**src/rtl/vid_res_detect.sv**
```systemverilog
module vid_res_detect #(
  parameter int DW = 20,
  parameter int CW = 16,
  parameter int AW = 4
) (
  input  logic          clk,
  input  logic          rst_n,
  input  logic          lock_in,
  input  logic          vid_act,
  input  logic          vid_eol,
  input  logic          vid_field,
  input  logic [DW-1:0] vid_data,
  input  logic [AW-1:0] bus_addr,
  input  logic          bus_wr,
  input  logic [31:0]   bus_wdata,
  output logic [31:0]   bus_rdata,
  output logic          out_valid,
  output logic [DW-1:0] out_data
);
  localparam logic [AW-1:0] A_STAT = AW'(0);
  localparam logic [AW-1:0] A_SAMP = AW'(1);
  localparam logic [AW-1:0] A_F0   = AW'(2);
  localparam logic [AW-1:0] A_F1   = AW'(3);
  localparam logic [AW-1:0] A_CTRL = AW'(4);

  logic [CW-1:0] pix_cnt, len_h1, len_h2, line_cnt, samp_q, f0_q, f1_q;
  logic [1:0]    hist_n;
  logic sync_q, in_fld, fld_id, prev_fld, have_prev;
  logic stable_q, valid_q, intl_q, go_q, prod_q;

  wire [CW-1:0] line_len = pix_cnt + CW'(vid_act);
  wire act_line  = lock_in && vid_eol && (line_len != '0);
  wire blank_eol = lock_in && vid_eol && (line_len == '0);
  wire fld_end   = blank_eol && in_fld;
  wire frm_start = lock_in && sync_q && !in_fld && vid_act && (pix_cnt == '0) && !vid_field;
  wire stab_now  = (hist_n >= 2'd2) &&
                   (line_len == len_h1 || line_len == len_h2 || len_h1 == len_h2);

  always_ff @(posedge clk or negedge rst_n) begin
    if (!rst_n) begin
      pix_cnt <= '0; len_h1 <= '0; len_h2 <= '0; line_cnt <= '0;
      samp_q <= '0; f0_q <= '0; f1_q <= '0; hist_n <= '0;
      sync_q <= 1'b0; in_fld <= 1'b0; fld_id <= 1'b0; prev_fld <= 1'b0;
      have_prev <= 1'b0; stable_q <= 1'b0; valid_q <= 1'b0; intl_q <= 1'b0;
      prod_q <= 1'b0;
    end else if (!lock_in) begin
      pix_cnt <= '0; hist_n <= '0; sync_q <= 1'b0; in_fld <= 1'b0;
      have_prev <= 1'b0; stable_q <= 1'b0; valid_q <= 1'b0; prod_q <= 1'b0;
    end else begin
      pix_cnt <= vid_eol ? '0 : line_len;
      if (frm_start) prod_q <= go_q;
      if (act_line) begin
        len_h1   <= line_len;
        len_h2   <= len_h1;
        if (hist_n != 2'd3) hist_n <= hist_n + 2'd1;
        stable_q <= stab_now;
        valid_q  <= valid_q && stab_now;
        if (sync_q) begin
          line_cnt <= in_fld ? line_cnt + CW'(1) : CW'(1);
          in_fld   <= 1'b1;
          if (!in_fld) fld_id <= vid_field;
        end
      end
      if (blank_eol) begin
        sync_q <= 1'b1;
        in_fld <= 1'b0;
      end
      if (fld_end) begin
        samp_q    <= len_h1;
        if (fld_id) f1_q <= line_cnt;
        else        f0_q <= line_cnt;
        valid_q   <= stable_q;
        have_prev <= 1'b1;
        prev_fld  <= fld_id;
        if (have_prev) intl_q <= (fld_id != prev_fld);
      end
    end
  end

  always_ff @(posedge clk or negedge rst_n) begin
    if (!rst_n) go_q <= 1'b0;
    else if (bus_wr && bus_addr == A_CTRL) go_q <= bus_wdata[0];
  end

  assign out_valid = vid_act && lock_in && (frm_start ? go_q : prod_q);
  assign out_data  = out_valid ? vid_data : '0;

  always_comb begin
    case (bus_addr)
      A_STAT:  bus_rdata = {20'd0, lock_in, valid_q, 1'b0, stable_q, intl_q, 6'd0, prod_q};
      A_SAMP:  bus_rdata = 32'(samp_q);
      A_F0:    bus_rdata = 32'(f0_q);
      A_F1:    bus_rdata = 32'(f1_q);
      default: bus_rdata = 32'd0;
    endcase
  end

  p_valid_needs_stable_r6: assert property (@(posedge clk) disable iff (!rst_n)
    valid_q |-> stable_q);
  p_lock_loss_r9: assert property (@(posedge clk) disable iff (!rst_n)
    !lock_in |=> !prod_q && !stable_q && !valid_q);
  p_counts_hold_r4: assert property (@(posedge clk) disable iff (!rst_n)
    !fld_end |=> $stable(f0_q) && $stable(f1_q) && $stable(samp_q));
  p_out_gated_r8: assert property (@(posedge clk) disable iff (!rst_n)
    out_valid |-> vid_act && lock_in);
  p_prod_start_r8: assert property (@(posedge clk) disable iff (!rst_n)
    $rose(prod_q) |-> $past(go_q));
endmodule

```
**config.mk**
```make
export PLATFORM = sky130hd
export DESIGN_NAME = vid_res_detect
export DESIGN_NICKNAME = d
export VERILOG_FILES = /design/src/rtl/vid_res_detect.sv
export SDC_FILE = /design/constraint.sdc
export NUM_CORES = 1
export LEC_CHECK = 0
export BUFFER_PORTS_ARGS = -buffer_cell sky130_fd_sc_hd__buf_4
export CAP_MARGIN = 15
export CORE_MARGIN = 5
export CORE_UTILIZATION = 36
export DETAILED_ROUTE_END_ITERATION = 8
export HOLD_SLACK_MARGIN = 0.12
export PLACE_DENSITY_LB_ADDON = 0.05
export RECOVER_POWER = 100
export SKIP_CTS_REPAIR_TIMING = 1
export SYNTH_ARGS = -nofsm -noshare
export SYNTH_HDL_FRONTEND = slang
export SYNTH_SLANG_ARGS = --single-unit
export TNS_END_PERCENT = 50
```
**constraint.sdc**
```tcl
create_clock -name clk -period 3.4 [get_ports clk]
set_clock_uncertainty 0.05 [all_clocks]
set_input_delay 0.34 -clock clk [delete_from_list [all_inputs] [get_ports clk]]
set_output_delay 0.34 -clock clk [all_outputs]
set_load 0.03 [all_outputs]
```
==> results of run 1 <==
-- where the power goes --
part | switching [mW] | total (mW) | leakage, nW | internal [mW]
sequential | 0.148 | 1.75 | 1.67 | 1.60
combinational | 0.233 | 0.444 | 2.06 | 0.211
clock | 0.736 | 1.75 | 0.261 | 1.02
-- routing by layer --
layer	global-route usage (%)	part of all wire (%)	vias to the layer above
met3	3.61	4.3	25
li1	-	-	2570
met5	0	0	-
met4	6.39	1.7	0
met2	26.0	46	131
met1	24.3	48	2636
-- registers in the layout, indices dropped and copies added, names as in the netlist, 2 cells and up --
register / count
f0_q: 16
f1_q: 16
hist_n: 2
len_h1: 16
len_h2: 16
line_cnt: 16
pix_cnt: 16
samp_q: 16
-- critical path: stages (launching register included) --
cell,delay [ps]
dfrtp_2,450
or4_1,590
nor4_4,220
nand4_1,230
mux2i_1,180
nor2b_2,230
buf_6,130
clkbuf_2,150
and3_1,170
buf_4,160
-- cell families after synthesis --
family	Yosys count	share of synthesized area, %
and+or+nand+nor	231	18.0
DFF	124	43.5
adders and majority gates	5	0.877
buffers and inverters	72	5.70
other	1	0.0526
AOI/OAI and AO/OA	89	8.67
muxes	86	14.3
xor gates and xnor gates	58	8.88
-- cell type report --
| class | instances | area [sq um] | area share, % |
|---|---|---|---|
| Clock inverter | 14 | 134 | 1.54 |
| Inverter | 8 | 30.0 | 0.345 |
| Multi-Input combinational cell | 485 | 3750 | 43.1 |
| Timing Repair Buffer | 123 | 921 | 10.6 |
| Clock buffer | 18 | 429 | 4.93 |
| Tap cell | 265 | 332 | 3.81 |
| Sequential cell | 124 | 3110 | 35.7 |
-- cells in the final DEF, fill, tap and decap left out, drive strengths merged, types with 5 or more instances in the layout --
cell type | synthesis | routed
a22oi | 12 | 12
nor2b | 9 | 9
nor4 | 21 | 21
a21oi | 7 | 7
xnor2 | 26 | 26
inv | 8 | 15
clkbuf | 23 | 42
nand2 | 47 | 47
clkinvlp | 0 | 5
or4 | 5 | 5
dfrtp | 124 | 124
nor2 | 47 | 47
buf | 41 | 97
a21o | 5 | 5
mux4 | 5 | 5
nand4 | 14 | 14
nand2b | 6 | 6
mux2 | 79 | 79
nand3 | 25 | 25
nor3 | 12 | 12
ha | 5 | 5
o21ai | 25 | 25
xnor3 | 8 | 8
xor2 | 23 | 23
or3 | 6 | 6
and3 | 24 | 24
conb | 1 | 16
-- cell usage after synthesis, drive strengths merged, types with 21 or more instances --
cell,number
and3,24
nand3,25
dfrtp,124
xor2,23
o21ai,25
clkbuf,23
nor2,47
nand2,47
buf,41
xnor2,26
nor4,21
mux2,79
-- through the flow --
stage	util [%]	setup TNS [ps]	hold WS, ps	worst slack (ps)	cells
floorplan	-	0	-5.59	492	681
global placement	40.9	-115	414	-115	984
detailed placement	40.9	-198	421	-162	984
CTS	43.8	-88.6	10.3	-82.9	1016
global route	44.7	-33.7	144	-16.8	1037
finish	44.7	0	153	92.4	1037
-- worst max-delay path by stage --
| stage | startpoint | end | slack (ps) |
|---|---|---|---|
| after floorplan | pix_cnt[0] | f1_q[8] | 490 |
| after global placement | vid_act | valid_q | -120 |
| after detailed placement | vid_act | valid_q | -160 |
| after CTS | pix_cnt[0] | valid_q | -80 |
| after global routing | pix_cnt[11] | out_data[11] | -20 |
| final | pix_cnt[11] | out_data[13] | 90 |
==> flow_summary.json, run 1 <==
{
  "outcome": "complete, but fails checks",
  "violations": "max-capacitance violations, max-slew violations",
  "final-hold-violation-count": 0,
  "slew_headroom_pct": -8.02,
  "fp.dieW_microns": 151,
  "core_sq_um": 19500,
  "setup_viol": 0,
  "tightestPinTransition_ps": 1620,
  "grt_max_degree": 64,
  "ant_nets": 0,
  "drv_slew": 63,
  "cts.clk_slew.worst_paths_ps": 60,
  "syn_area_per_cell_sq_um": 10.7,
  "grt_overflow_total": 0,
  "area_growth_pct": 22.0,
  "fin_crit_sh_pct": 97.3,
  "root_buffer": "clkbuf_16",
  "vias_per_cell": 5.17,
  "portBuffers": 68,
  "netlist_area_sq_um": 7130,
  "rrSetupSlack_ps": 190,
  "rows": 51,
  "synth_warnings": 0,
  "fin_crit_ps": 3310,
  "min_delay_path_depth": 2,
  "h-tree-depth": 4,
  "dpl_cell_area_sq_um": 7960,
  "antennaDiodeCount": 0,
  "max-cap-violations": 1,
  "power_mw": 3.94,
  "fmax_mhz": 302,
  "clk-insertion-delay-late_ps": 420,
  "remaining_drc_errors": 0,
  "cts_tree": "yes",
  "ir_worst_vdd_mv": 0.302,
  "yosysTopAreaCell": "dfrtp_1",
  "crit_arrival_ps": 2920,
  "drive_above_1_share_pct": 30.8,
  "start_kind": "register",
  "finalWeightedCongestion": 0.815,
  "routed_wl_microns": 18800,
  "synth_top_cells_by_area": "dfrtp_1, mux2_2, xnor2_1",
  "setup.worst_path.end_class": "primary output",
  "hold_end": "fld_id",
  "hpwl_microns": 13200,
  "drt-initial-drc-count": 256,
  "synth_flop_cell": "dfrtp_1",
  "hold_path_class": "input port to register",
  "synth_edf_count": 0,
  "p_per_area_nw_per_um2": 453,
  "ioPinCount": 116,
  "yosysTopAreaCellShare_pct": 43.5,
  "grt_util_all_layers_pct": 17.2,
  "worstReg2RegEnd": "valid_q",
  "ff2ff_path_depth": 11,
  "p_leak_nw": 3.99,
  "grt_pass1_wl_microns": 30100,
  "grt_pass1_vias": 5506,
  "clock_path_buffers": 2,
  "wl_per_cell_microns": 18.1,
  "ys_types": 67,
  "cts-buffers-inserted": 17,
  "dr.pass1.iters": 4,
  "reg2reg_from": "pix_cnt[0]",
  "syn_inst": 666,
  "fin_nets": 827,
  "floorplan.die.height_microns": 151,
  "vias": 5362,
  "numClockSinks": 124,
  "ys_async_sr_fraction_pct": 100,
  "antenna_found_initial": 0,
  "synth_seq_cells": 124,
  "initial_utilization_pct": 36.6,
  "dieArea_sq_um": 22700,
  "fillers": 1872,
  "fin_area_sq_um": 8700,
  "cp_max_fo": 8,
  "path_class": "register to primary output",
  "ys_seq_area_share_pct": 43.5,
  "cp.required_ps": 3010,
  "hp-start": "vid_field"
}
No activity file was read; power rests on OpenSTA's default activity.
==> run 2: changes to the inputs <==
--- a/config.mk
+++ b/config.mk
@@ -11,6 +11,7 @@
 export CORE_UTILIZATION = 36
 export DETAILED_ROUTE_END_ITERATION = 8
 export HOLD_SLACK_MARGIN = 0.12
+export MAX_ROUTING_LAYER = met4
 export PLACE_DENSITY_LB_ADDON = 0.05
 export RECOVER_POWER = 100
 export SKIP_CTS_REPAIR_TIMING = 1
==> flow_summary.json, run 2 (synthesized netlist as in run 1, its figures left out) <==
{
  "internal_power_mw": 2.83,
  "setup_viol": 0,
  "drv_slew": 63,
  "violations": "max-capacitance violations, max-slew violations",
  "fin_crit_sh_pct": 97.6,
  "vias": 5359,
  "rrSetupSlack_ps": 190,
  "p_per_area_nw_per_um2": 454,
  "fp.dieW_microns": 151,
  "clk-insertion-delay-late_ps": 420,
  "ioPinCount": 116,
  "hold_ws_ps": 152,
  "fmax_mhz": 301,
  "cts-buffers-inserted": 17,
  "core_sq_um": 19500,
  "final-hold-violation-count": 0,
  "dieArea_sq_um": 22700,
  "setup.worst_path.end_class": "primary output",
  "rows": 51,
  "tightestPinTransition_ps": 1620,
  "slew_headroom_pct": -8.32,
  "drt-initial-drc-count": 269,
  "initial_utilization_pct": 36.6,
  "p_sw_mw": 1.12,
  "power_mw": 3.94,
  "start_kind": "register",
  "portBuffers": 68,
  "dr.pass1.iters": 6,
  "dpl_cell_area_sq_um": 7960,
  "grt_util_all_layers_pct": 17.7,
  "fin_crit_ps": 3320,
  "cp.required_ps": 3010,
  "grt_max_degree": 64,
  "grt_overflow_total": 0,
  "hold_path_class": "input port to register",
  "antennaDiodeCount": 0,
  "antenna_found_initial": 0,
  "grt_pass1_wl_microns": 30100,
  "remaining_drc_errors": 0,
  "switching_share_pct": 28.3,
  "h-tree-depth": 4,
  "finalWeightedCongestion": 0.828,
  "cts_tree": "yes",
  "p_leak_nw": 3.98,
  "clock_path_buffers": 2,
  "seq_power_share_pct": 44.3,
  "vias_per_cell": 5.18,
  "numClockSinks": 124,
  "final_cell_mix": "dfrtp_1, buf_4, mux2_2, nand2_1, nor2_1",
  "ir_worst_vdd_mv": 0.301,
  "placed_cells": 984,
  "area_growth_pct": 21.8,
  "cp_max_fo": 8,
  "floorplan.die.height_microns": 151,
  "outcome": "complete, but fails checks",
  "crit_arrival_ps": 2930,
  "p_comb_share_pct": 11.2,
  "ant_nets": 0,
  "fin_nets": 825,
  "root_buffer": "clkbuf_16",
  "layout_commonest_cell": "dfrtp_1",
  "wl_per_cell_microns": 18.1,
  "path_class": "register to primary output",
  "final_cells": 1035,
  "routed_wl_microns": 18700,
  "fin_area_sq_um": 8690,
  "hpwl_microns": 13200,
  "drive_above_1_share_pct": 30.6,
  "cts.clk_slew.worst_paths_ps": 60,
  "max-cap-violations": 1,
  "power_frac_clock_pct": 44.5,
  "grt_pass1_vias": 5500
}
## run 2: path summary, 6_finish.rpt
kind | depth (start not counted) | end | startpoint
max in group asynchronous | 3 | pix_cnt[13] | rst_n
min in group asynchronous | 2 | pix_cnt[14] | rst_n
max | 9 | out_data[13] | pix_cnt[11]
min reg2reg | 1 | f1_q[14] | f1_q[14]
min | 2 | fld_id | vid_field
max reg2reg | 8 | valid_q | pix_cnt[1]
## run 2: power by group through the flow
stage                     registers (mW)  clock network (mW)  logic [mW]
after floorplan                     1.72                   0       0.318
after global placement              1.77                   0       0.431
after detailed placement            1.78                   0       0.442
after CTS                           1.75                1.80       0.443
after global routing                1.77                1.86       0.491
final                               1.75                1.75       0.443
## run 2: metrics by stage
stage	setup WS [ps]	setup TNS, ps	util [%]
2_1_floorplan	492	0	-
3_3_place_gp	-115	-115	40.9
3_5_place_dp	-162	-198	40.9
4_1_cts	-82.9	-88.6	43.8
5_1_grt	-21.5	-52.6	44.6
6_report	81.0	0	44.6
## run 2: final cells by class
cell class	count	area (sq um)
Fill cell	1875	10800
Multi-Input combinational cell	485	3750
Sequential cell	124	3110
Timing Repair Buffer	121	906
Clock buffer	18	429
Tap cell	265	332
Clock inverter	14	134
Inverter	8	30.0
## run 2: per-layer routing
metal	track usage [%]	vias up	routed length (microns)
li1	-	2559	-
met1	24.4	2632	9150
met2	26.0	138	8520
met3	3.40	30	726
met4	6.39	0	337
met5	-	-	0
## run 2: critical path: stages, from the launching register on
cell      delay (ps)
dfrtp_2          460
or4_1            590
nor4_4           220
nand4_1          230
mux2i_1          180
nor2b_2          230
buf_6            130
clkbuf_2         150
and3_1           160
buf_4            150
==> run 3: changes to the inputs <==
--- a/config.mk
+++ b/config.mk
@@ -7,12 +7,13 @@
 export LEC_CHECK = 0
 export BUFFER_PORTS_ARGS = -buffer_cell sky130_fd_sc_hd__buf_4
 export CAP_MARGIN = 15
+export CORE_ASPECT_RATIO = 0.8
 export CORE_MARGIN = 5
 export CORE_UTILIZATION = 36
 export DETAILED_ROUTE_END_ITERATION = 8
 export HOLD_SLACK_MARGIN = 0.12
 export MAX_ROUTING_LAYER = met4
-export PLACE_DENSITY_LB_ADDON = 0.05
+export PLACE_DENSITY = 0.56
 export RECOVER_POWER = 100
 export SKIP_CTS_REPAIR_TIMING = 1
 export SYNTH_ARGS = -nofsm -noshare
==> flow_summary.json, run 3 (synthesized netlist as in run 1, its figures left out) <==
{
  "cp_max_fo": 12,
  "dieArea_sq_um": 22700,
  "grt_util_all_layers_pct": 16.5,
  "root_buffer": "clkbuf_16",
  "wl_per_cell_microns": 17.7,
  "core_sq_um": 19600,
  "grt_pass1_vias": 5431,
  "cts.clk_slew.worst_paths_ps": 60,
  "outcome": "complete, but fails checks",
  "setup.worst_path.end_class": "register",
  "initial_utilization_pct": 36.3,
  "cp.required_ps": 3670,
  "p_leak_nw": 3.95,
  "ir_worst_vdd_mv": 0.323,
  "path_class": "register to register",
  "antennaDiodeCount": 0,
  "grt_pass1_wl_microns": 28900,
  "grt_max_degree": 54,
  "setup_ws_ps": 140,
  "portBuffers": 68,
  "crit_arrival_ps": 3530,
  "antenna_found_initial": 0,
  "rows": 46,
  "slew_headroom_pct": -64.7,
  "dr.pass1.iters": 5,
  "final-hold-violation-count": 0,
  "drt-initial-drc-count": 437,
  "h-tree-depth": 4,
  "violations": "max-capacitance violations, max-slew violations",
  "finalWeightedCongestion": 0.912,
  "pre_cts_ws_ps": 51.1,
  "hpwl_microns": 13100,
  "tightestPinTransition_ps": 2470,
  "setup_viol": 0,
  "remaining_drc_errors": 0,
  "hold_path_class": "input port to register",
  "cts-buffers-inserted": 17,
  "fmax_mhz": 307,
  "routed_wl_microns": 17900,
  "dpl_cell_area_sq_um": 7900,
  "drv_slew": 46,
  "area_growth_pct": 20.5,
  "vias_per_cell": 5.35,
  "drive_above_1_share_pct": 27.2,
  "grt_overflow_total": 0,
  "vias": 5416,
  "fin_crit_ps": 3260,
  "p_per_area_nw_per_um2": 499,
  "floorplan.die.height_microns": 136,
  "ant_nets": 0,
  "rsz0062_at_grt": "yes",
  "max-cap-violations": 1,
  "fin_crit_sh_pct": 95.9,
  "ioPinCount": 116,
  "numClockSinks": 124,
  "layout_commonest_cell": "dfrtp_1",
  "cts_tree": "yes",
  "clock_path_buffers": 2,
  "fin_nets": 804,
  "final_cell_mix": "dfrtp_1, buf_4, mux2_2, nand2_1, nor2_1",
  "start_kind": "register",
  "fin_area_sq_um": 8600,
  "fp.dieW_microns": 167,
  "clk-insertion-delay-late_ps": 420
}
[run 3: changes by cell type in the layout (fill, tap and decap cells not counted), sizes merged]
cell,change
clkinvlp,-3
inv,-6
bufinv,+5
clkbuf,-1
buf,-16
[run 3: area by class of cell]
type	count	area, sq um
Inverter	8	30.0
Timing Repair Buffer	100	728
Fill cell	1816	11000
Sequential cell	124	3100
Multi-Input combinational cell	485	3720
Tap cell	264	330
Clock inverter	10	209
Clock buffer	22	474
[run 3: worst paths after layout]
check | to | cells after the start | from | slack, ps
max | valid_q | 9 | pix_cnt[0] | 140
min | fld_id | 2 | vid_field | 140
max reg2reg | valid_q | 9 | pix_cnt[0] | 140
min reg2reg | intl_q | 1 | have_prev | 420
max in group asynchronous | f1_q[4] | 3 | rst_n | 590
min in group asynchronous | line_cnt[10] | 2 | rst_n | 1170
[run 3: power by group]
group	internal [mW]	total [mW]	switching (mW)
combinational	0.204	0.437	0.233
sequential	1.60	1.75	0.153
clock	1.43	2.10	0.666
[run 3: worst max-delay path: stages (launching register included)]
cell      delay [ps]
dfrtp_1          390
ha_1             280
nand4_4          240
nor4_1           370
buf_4            180
xnor3_1          160
or4b_1           450
or4_1            580
or3_1            380
o311ai_1          90
[run 3: through the flow]
stage               power, mW  util (%)  setup TNS, ps  hold WS, ps  instances
floorplan                2.04         -              0        -5.59        681
global placement         2.19      40.3              0          325        976
detailed placement       2.21      40.3              0          328        976
CTS                      4.32      43.8              0         -122       1008
global route             4.45      43.8          -17.3          125       1013
finish                   4.29      43.8              0          139       1013
[run 3: per-layer routing]
| layer | wire, microns | vias to the layer above | GRT usage (%) |
|---|---|---|---|
| met5 | 0 | - | - |
| met4 | 267 | 0 | 5.72 |
| met3 | 1230 | 22 | 3.49 |
| met2 | 7880 | 212 | 24.2 |
| met1 | 8570 | 2662 | 23.0 |
| li1 | - | 2520 | - |
